===== config.mk =====
export PLATFORM = sky130hd
export DESIGN_NAME = dual_hl_pwm
export DESIGN_NICKNAME = d
export VERILOG_FILES = /design/src/rtl/dual_hl_pwm.sv
export SDC_FILE = /design/constraint.sdc
export NUM_CORES = 1
export LEC_CHECK = 0
export CAP_MARGIN = 0
export CORE_MARGIN = 2
export CORE_UTILIZATION = 50
export CTS_CLUSTER_DIAMETER = 200
export CTS_CLUSTER_SIZE = 40
export DETAILED_ROUTE_END_ITERATION = 10
export PLACE_DENSITY = 0.7
export SYNTH_ARGS = -nofsm -noshare
export SYNTH_HDL_FRONTEND = slang
export SYNTH_SLANG_ARGS = --single-unit

===== constraint.sdc =====
create_clock -name clk -period 4.1 [get_ports clk]
set_clock_uncertainty 0.15 [all_clocks]
set_input_delay 0.41 -clock clk [delete_from_list [all_inputs] [get_ports clk]]
set_output_delay 0.41 -clock clk [all_outputs]
set_load 0.02 [all_outputs]

===== src/rtl/dual_hl_pwm.sv =====
module dual_hl_pwm #(
  parameter int ADDR_W = 4
) (
  input  logic              clk,
  input  logic              rst_n,
  input  logic [3:0]        src_tick,
  input  logic              bus_wr,
  input  logic [ADDR_W-1:0] bus_addr,
  input  logic [31:0]       bus_wdata,
  output logic [31:0]       bus_rdata,
  output logic [1:0]        pwm_out
);

  localparam logic [ADDR_W-1:0] OFS_A    = ADDR_W'(0);
  localparam logic [ADDR_W-1:0] OFS_B    = ADDR_W'(4);
  localparam logic [ADDR_W-1:0] OFS_CTRL = ADDR_W'(8);
  localparam logic [31:0]       CTRL_MASK = 32'h00FF_FFF3;

  logic [31:0] cnt_q [2];
  logic [31:0] ctrl_q;

  wire wr_ctrl = bus_wr && (bus_addr == OFS_CTRL);

  always_ff @(posedge clk or negedge rst_n)
    if (!rst_n)       ctrl_q <= '0;
    else if (wr_ctrl) ctrl_q <= bus_wdata & CTRL_MASK;

  always_comb begin
    case (bus_addr)
      OFS_A:    bus_rdata = cnt_q[0];
      OFS_B:    bus_rdata = cnt_q[1];
      OFS_CTRL: bus_rdata = ctrl_q;
      default:  bus_rdata = '0;
    endcase
  end

  for (genvar ch = 0; ch < 2; ch++) begin : g_ch
    localparam int EN_BIT = ch;
    localparam int SEL_LO = 4 + 2*ch;
    localparam int DIV_LO = 8 + 8*ch;
    localparam int CE_BIT = 15 + 8*ch;
    localparam logic [ADDR_W-1:0] OFS = (ch == 0) ? OFS_A : OFS_B;

    logic [6:0]  pc;
    logic [15:0] run_hi, run_lo, pos;
    logic        hi_ph;

    wire [1:0]  sel    = ctrl_q[SEL_LO +: 2];
    wire [6:0]  div    = ctrl_q[DIV_LO +: 7];
    wire        ce     = ctrl_q[CE_BIT];
    wire        en     = ctrl_q[EN_BIT];
    wire        start  = wr_ctrl && bus_wdata[EN_BIT] && !en;
    wire        adv    = ce && src_tick[sel];
    wire        tick   = adv && (pc == div);
    wire [15:0] new_hi = cnt_q[ch][31:16];
    wire [15:0] new_lo = cnt_q[ch][15:0];
    wire [16:0] pos_nx = {1'b0, pos} + 17'd1;
    wire        ph_end = pos_nx >= {1'b0, (hi_ph ? run_hi : run_lo)};

    always_ff @(posedge clk or negedge rst_n)
      if (!rst_n)                          cnt_q[ch] <= '0;
      else if (bus_wr && bus_addr == OFS) cnt_q[ch] <= bus_wdata;

    always_ff @(posedge clk or negedge rst_n) begin
      if (!rst_n) begin
        pc     <= '0;
        run_hi <= '0;
        run_lo <= '0;
        pos    <= '0;
        hi_ph  <= 1'b0;
      end else if (start) begin
        pc     <= '0;
        run_hi <= new_hi;
        run_lo <= new_lo;
        pos    <= '0;
        hi_ph  <= (new_hi != 16'd0);
      end else begin
        if (adv) pc <= tick ? 7'd0 : pc + 7'd1;
        if (en && tick) begin
          if (!ph_end) begin
            pos <= pos_nx[15:0];
          end else begin
            pos <= '0;
            if (hi_ph && run_lo != 16'd0) begin
              hi_ph <= 1'b0;
            end else begin
              run_hi <= new_hi;
              run_lo <= new_lo;
              hi_ph  <= (new_hi != 16'd0);
            end
          end
        end
      end
    end

    assign pwm_out[ch] = en && hi_ph;
  end

endmodule



Word level (Yosys, flattened, before mapping)
Index checks and enable logic that the tools add are counted.
- reductions and logical operators: 34
- order comparisons: 4
- multiplexer cells: 43
- add/sub/neg operators: 4
- equality and inequality tests: 6
- operators by type and width (kind ; count):
    16-bit 2-to-1 mux ; 24
    32-bit case mux with 3 select lines ; 1
    16-bit nonzero test ; 4
    7-bit 2-to-1 mux ; 6
    16-bit by 1-bit adder with 17-bit output, second input constant ; 2
    17-bit by 16-bit >= comparator with 1-bit output ; 2
    1-bit logical AND ; 17
    7-bit by 1-bit adder with 7-bit output, second input constant ; 2
    7-bit == test ; 2
    2-bit nonzero test ; 6
    1-bit 2-to-1 mux ; 10
    2-bit by 3-bit less-than comparator with 1-bit output, second input constant ; 2
    3-bit AND reduction ; 2
    1-bit binary-select mux with 2-bit select ; 2
    4-bit by 3-bit == test with 1-bit output, second input constant ; 1
    4-bit == test, second input constant ; 1
    4-bit zero test ; 1
    2-bit inequality test, second input constant ; 2
    2-bit AND reduction ; 2
    1-bit zero test ; 2
- output and inout port bits: 34
- bits of input ports: 43
- register bits after elaboration: 198
- logic and storage cells: 104

Logic depth before layout (Yosys ltp)
Gate-level depths: netlist (run 1).
- depth after elaboration: 7
- gate-level depth with buffers: 15
- mapped depth without buffers: 13

Least setup slack after synthesis (run 1)
Ideal clock, no wire load.
- kind: register to register
- start: register g_ch[1].pos[6]
- end: register g_ch[1].run_hi[0]
- data arrival time: 3.118 ns
- setup time: 0.125 ns
- path buffers: 2
- stages on the path, launching flop included: 14
- data required time: 3.825 ns
- path slack: 0.708 ns
- cells stage by stage: dfrtp_1 -> clkbuf_1 -> nand3_1 -> nor4_1 -> nand4_1 -> xnor2_1 -> ha_1 -> a21o_1 -> a21oi_1 -> o21ai_0 -> a211o_1 -> nand3b_4 -> buf_2 -> mux2_2
- longest elaborated chain between the ends: 4
- ends and longest elaborated chain (element ; line ; text):
    start: declaration ; 45 ; logic [15:0] run_hi, run_lo, pos;
    start signal: assignment ; 81 ; pos <= pos_nx[15:0];
    16-bit by 1-bit adder with 17-bit output ; 57 ; wire [16:0] pos_nx = {1'b0, pos} + 17'd1;
    17-bit by 16-bit >= comparator with 1-bit output ; 58 ; wire ph_end = pos_nx >= {1'b0, (hi_ph ? run_hi : run_lo)};
    2-bit nonzero test (no source line) ; -- ;
    3-bit AND reduction (no source line) ; -- ;
    end signal: assignment ; 73 ; run_hi <= new_hi;
    end signal: assignment ; 87 ; run_hi <= new_hi;
    end: declaration ; 45 ;
No other way between the ends.
A chain may end at the register's enable or synchronous reset.

Worst setup path in the final report (run 1)
- start: register g_ch[0].pos[2]
- end: register g_ch[0].run_lo[5]
- longest elaborated chain between the ends: 4
- ends and longest elaborated chain (element ; line ; text):
    start: declaration ; 45 ;
    start signal: assignment ; 81 ;
    16-bit by 1-bit adder with 17-bit output ; 57 ;
    17-bit by 16-bit >= comparator with 1-bit output ; 58 ;
    2-bit nonzero test (no source line) ; -- ;
    3-bit AND reduction (no source line) ; -- ;
    end signal: assignment ; 74 ; run_lo <= new_lo;
    end signal: assignment ; 88 ; run_lo <= new_lo;
    end: declaration ; 45 ;
No other way between the ends.

==> results of run 1 <==
==> layer usage <==
metal	up-vias	track usage, %
li1	3348	-
met1	3641	35.30
met2	162	37.05
met3	30	3.969
met4	0	6.699
met5	-	0
==> cells by family after synthesis <==
family                   Yosys count
AO/OA/AOI/OAI                    129
AND/OR/NAND/NOR                  202
buffers and inverters             73
flip-flops                       198
adder cells (fa/ha/maj)           36
XOR/XNOR                          43
multiplexers                     185
==> worst reg2reg max path: cells and delay by family, from the launching register on <==
family	cells	cell delay [ps]
and+or+nand+nor	7	1540
DFF	1	460
muxes	1	410
buffers and inverters	1	380
AOI/OAI and AO/OA	2	370
adders and majority gates	1	290
==> cell type report <==
cell class              count  share of cell area (%)
inverters                  35                   1.109
clock buffers              17                   3.592
multi-input cells         595                   41.48
repair buffers             97                   7.913
clock inverters            15                   1.215
well taps                 270                   2.853
flip-flops and latches    198                   41.84
==> flip-flops by register name, summed over array words and instances (netlist names) <==
| signal | flops |
|---|---|
| ctrl_q | 22 |
| g_ch.hi_ph | 2 |
| g_ch.pos | 32 |
| g_ch.run_lo | 32 |
| cnt_q | 64 |
| g_ch.run_hi | 32 |
| g_ch.pc | 14 |
==> power by group <==
part	total [mW]	switching [mW]	internal [mW]	leakage, nW
sequential	2.95	0.540	2.41	2.58
combinational	1.92	0.938	0.982	2.76
clock	1.64	0.834	0.807	0.272
total	6.51	2.31	4.20	5.62
==> worst paths after layout <==
path,from,to,cells after the start
worst min register to register,g_ch[1].run_hi[0],g_ch[1].run_hi[0],1
min in group asynchronous,rst_n,g_ch[0].pos[8],2
max in group asynchronous,rst_n,ctrl_q[10],3
worst max register to register,g_ch[0].pos[2],g_ch[0].run_lo[5],12
worst min-delay path,g_ch[1].run_hi[0],g_ch[1].run_hi[0],1
worst max-delay path,g_ch[0].pos[2],g_ch[0].run_lo[5],12
==> stage by stage <==
stage | cells | hold WS, ps | power (mW) | setup WS, ps
6_report | 1227 | 354.2 | 6.511 | 366.3
5_1_grt | 1227 | 378.0 | 6.908 | 8.121
4_1_cts | 1227 | 354.0 | 6.533 | 355.9
3_5_place_dp | 1194 | 337.3 | 4.892 | 354.2
3_3_place_gp | 1194 | 333.0 | 4.843 | 417.8
2_1_floorplan | 866 | -35.59 | 4.211 | 707.7
==> cells in the final DEF (no fill, tap or decap), types with 3 or more instances in the layout <==
cell type        netlist  final
a21oi_1               19     19
a222oi_1              22     22
a22o_1                15     15
a2bb2oi_1              4      4
and2_1                 4      4
and3_1                 7      7
and4_1                 5      5
buf_4                  0     19
clkbuf_16              0     17
clkdlybuf4s50_1        0     75
clkinv_4               0      4
clkinvlp_4             0      3
dfrtp_1              198    198
ha_1                  36     36
inv_1                 35     35
inv_8                  0      5
mux2_2               151    151
mux2i_1               31     31
nand2_1               65     65
nand2b_1               8      8
nand3_1               18     18
nand4_1               18     18
nor2_1                23     23
nor2b_1               10     10
nor3_1                 7      7
nor4_1                18     17
o21ai_0               40     40
o21bai_1               4      4
o31ai_1               10     10
or2_2                  7      7
xnor2_1               26     26
xor2_1                17     17
==> results_dict.tcl, run 1 <==
set metrics [dict create \
    start_kind "flop" \
    gp_congestion 0.8170 \
    fmax_mhz 267.8 \
    grt_start_max_net_pins 115 \
    io_pins 77 \
    crit_fanout 32 \
    wl_met3_um 994 \
    drt-total-wl_um 24710 \
    areaGrowthSynthToFinish_pct 16.88 \
    setup.worst_path.class "reg -> reg" \
    die_area_um2 21420 \
    cp_slowest_cell "or3_1" \
    relSlewSlack_pct 36.81 \
    synth_area_leaders "dfrtp_1 (49%), mux2_2 (17%), ha_1 (4.4%), mux2i_1 (3.1%), nand2_1 (2.4%)" \
    slew_violations 0 \
    wl_met2_um 11410 \
    synth_mux_area_share_pct 20.40 \
    synth_top_area_cell "dfrtp_1" \
    fin_crit_sh_pct 91.06 \
    fp.dieH_um 146.4 \
    crit_path_end_kind "flop" \
    cts_setup_buffers 0 \
    cts_buffer_depth 2 \
    cts_buffers 17 \
    ys_async_sr_fraction_pct 100.0 \
    synth-compound-area-share_pct 9.089 \
    cts_tree "built" \
    coreArea_um2 20040 \
    finalSetupViolCount 0 \
    seq_area_frac_synth_pct 48.90 \
    first_pass_iters 5 \
    synth_top_area_share_pct 48.90 \
    drcViolationCount 0 \
    synth_cells 866 \
    synthSimpleGateAreaFrac_pct 10.63 \
    critical-path-top-delay-family "simple AND/OR/NAND/NOR gates" \
    outcome "finished, final reports clean" \
    synth_edf_count 0 \
    top_layer "met4" \
    final_area_um2 11840 \
    tns_ps 0 \
    rsz0062_at_grt "no" \
    multi_input_area_um2 4912 \
    period_minus_slack_ps 3734 \
    synth_top_family_by_area "multiplexers" \
    grt_usage_pct 24.00 \
    synth_common_cells "dfrtp_1 (198), mux2_2 (151), nand2_1 (65)" \
    port_buffers 76 \
    ys.flop_type "dfrtp_1" \
    synth.most_common_cell "dfrtp_1" \
    synth_nets 945 \
    ys_warn_count 0 \
    diodes 0 \
    worst-r2r-setup-slack_ps 370 \
    final_core_util_pct 59.10 \
    synth_adder_area_share_pct 4.446 \
    grt_pass1_vias 7248 \
    final_hold_viol_count 0 \
    crit_buf_inv 1 \
    crit_chain "nand4_1, or3_1, and2_1, or2_2, ha_1, nand2_1, nor3_1, a41oi_1, and3_1, a22o_1, buf_4, mux2_2" \
    nets 1023 \
    ir_worst_vdd_mv 0.3345 \
    clk_pin_slew_worst_paths_ps 80 \
    tightestPinTransition_ps 947.9 \
    place_area_um2 11260 \
    num_rows 52 \
    fillers 1707 \
    dp_hpwl_um 17810 \
    synth_seq_cells 198 \
    synth_cell_types 52 \
    cp_slowest_stage_delay_ps 500 \
    wire_per_inst_um 20.14 \
    antenna_found_initial 0 \
    hold_class "reg -> reg" \
    grt_pass1_wl_um 40210 \
    drt_iter0_drc 555 \
    worstPathArrival_ps 3910 \
    drive_gt1_share_pct 23.20 \
    worstSkewPairLatency_ps 440 \
    htreeDepth 4 \
    cts_root_buffer "clkbuf_16" \
    netlist_area_um2 10130 \
    avgSynthCellArea_um2 11.70 \
    hold_buffers 1 \
    yosys.area_share.xor_xnor_pct 3.717 \
    grt_overflow 0 \
    clkSinkCount 198 \
    wl_met1_um 11890 \
    required_ps 4270 \
    ant_nets 0 \
    pwr_density_cell_nw_per_um2 549.8 \
    max_cap_violations 0 \
    seq_area_um2 4955 \
    leakage_nw 5.616 \
    cts_resized 0 \
    start_util_pct 50.56 \
    vias 7181 \
    via_per_inst 5.852 \
    die_x_um 146.4 \
]
No activity file was read; power rests on OpenSTA's default activity.
==> run 2: changes to the inputs <==
Settings changed: CTS_BUF_LIST from default to sky130_fd_sc_hd__clkbuf_8.
==> results_dict.tcl, run 2 (synthesized netlist as in run 1, its figures left out) <==
set metrics [dict create \
    gp_congestion 0.8170 \
    pwr_density_cell_nw_per_um2 521.3 \
    via_per_inst 5.848 \
    die_area_um2 21420 \
    hold_class "reg -> reg" \
    setup.worst_path.class "reg -> reg" \
    relSlewSlack_pct 36.02 \
    clk_pin_slew_worst_paths_ps 110 \
    cts_buffer_depth 2 \
    hold_path_startpoint "g_ch[1].run_hi[0]" \
    final_hold_viol_count 0 \
    cts_root_buffer "clkbuf_8" \
    antenna_found_initial 0 \
    ir_worst_vdd_mv 0.3282 \
    clkSinkCount 198 \
    hold_depth 1 \
    layout_commonest_cell "dfrtp_1" \
    drt_iter0_drc 558 \
    cts_buffers 17 \
    leakage_nw 5.542 \
    post-place-ws_ps 354.2 \
    io_pins 77 \
    grt_usage_pct 23.99 \
    final_area_um2 11670 \
    drive_gt1_share_pct 23.44 \
    dp_hpwl_um 17810 \
    fin_crit_sh_pct 91.15 \
    worst-r2r-setup-slack_ps 360 \
    crit_fanout 32 \
    fin_cells 1230 \
    ant_nets 0 \
    die_x_um 146.4 \
    drcViolationCount 0 \
    fillers 1727 \
    p_total_mw 6.085 \
    fmax_mhz 267.6 \
    reg2regPathDepth 12 \
    tightestPinTransition_ps 959.6 \
    vias 7193 \
    place_inst 1194 \
    worstPathArrival_ps 3950 \
    num_rows 52 \
    grt_start_max_net_pins 115 \
    grt_pass1_vias 7210 \
    period_minus_slack_ps 3737 \
    coreArea_um2 20040 \
    worstSkewPairLatency_ps 480 \
    slew_violations 0 \
    grt_pass1_wl_um 40150 \
    drt-total-wl_um 24600 \
    cts_resized 0 \
    timing.hold.ws_ps 359.8 \
    wire_per_inst_um 20.00 \
    setup_ws_ps 362.8 \
    htreeDepth 4 \
    final_core_util_pct 58.25 \
    first_pass_iters 6 \
    port_buffers 76 \
    nets 1026 \
    areaGrowthSynthToFinish_pct 15.21 \
    tns_ps 0 \
    worstHoldEndpoint "g_ch[1].run_hi[0]" \
    largest_reg_flops 64 \
    final_cell_mix "dfrtp_1 (198), mux2_2 (151), clkdlybuf4s50_1 (75), nand2_1 (65), o21ai_0 (40)" \
    cts_tree "built" \
    rsz0062_at_grt "no" \
    grt_overflow 0 \
    max_cap_violations 0 \
    diodes 0 \
    finalSetupViolCount 0 \
    regMostFlops "cnt_q" \
    place_area_um2 11260 \
    fp.dieH_um 146.4 \
    start_kind "flop" \
    r2r-start "g_ch[0].pos[2]" \
    r2r_end "g_ch[0].run_lo[5]" \
    start_util_pct 50.56 \
    required_ps 4310 \
    crit_path_end_kind "flop" \
    outcome "finished, final reports clean" \
]
-- run 2: cell types whose count changed in the layout (fill, tap and decap cells not counted) --
cell / delta
buf_4: +3
clkbuf_8: +17
clkbuf_16: -17
-- run 2: repair_timing --
item	in CTS	in global routing
hold buffers	1	0
endpoints found under the setup margin	0	1
setup buffers	0	3
hold endpoints to repair	112	0
-- run 2: worst max path at each step --
stage / start / endpoint / cells past startpoint
3_5_place_dp: g_ch[1].pos[0] / g_ch[1].pos[13] / 13
3_3_place_gp: g_ch[1].pos[0] / g_ch[1].pos[5] / 13
5_1_grt: g_ch[1].pos[0] / g_ch[1].pos[13] / 13
4_1_cts: g_ch[1].pos[0] / g_ch[1].run_lo[0] / 12
6_report: g_ch[0].pos[2] / g_ch[0].run_lo[5] / 12
2_1_floorplan: g_ch[1].pos[6] / g_ch[1].run_hi[0] / 13
-- run 2: final cells by class --
class	instances	area, um^2	share of cell area [%]
Multi-Input combinational cell	595	4912	42.08
Tap cell	270	337.8	2.894
Inverter	35	131.4	1.125
Clock buffer	17	234.0	2.004
Sequential cell	198	4955	42.44
Clock inverter	15	143.9	1.233
Timing Repair Buffer	100	959.7	8.221
-- run 2: where the power goes --
part	internal (mW)	switching (mW)	leakage [nW]
logic	0.982	0.931	2.77
clock network	0.449	0.777	0.185
registers	2.41	0.539	2.58
-- run 2: critical path, stage by stage (launching register included) --
cell and delay [ps]:
dfrtp_1 470, nand4_1 200, or3_1 500, and2_1 210, or2_2 290, ha_1 280
nand2_1 40, nor3_1 260, o21ai_0 140, a41o_1 270, a22o_1 210, buf_4 270
mux2_2 320
-- run 2: layer usage --
metal	up-vias	wire length (um)	global-route usage, %
li1	3354	-	-
met1	3617	11670	35.38
met2	199	11330	37.00
met3	23	1265	4.438
met4	0	334	5.825
met5	-	0	0
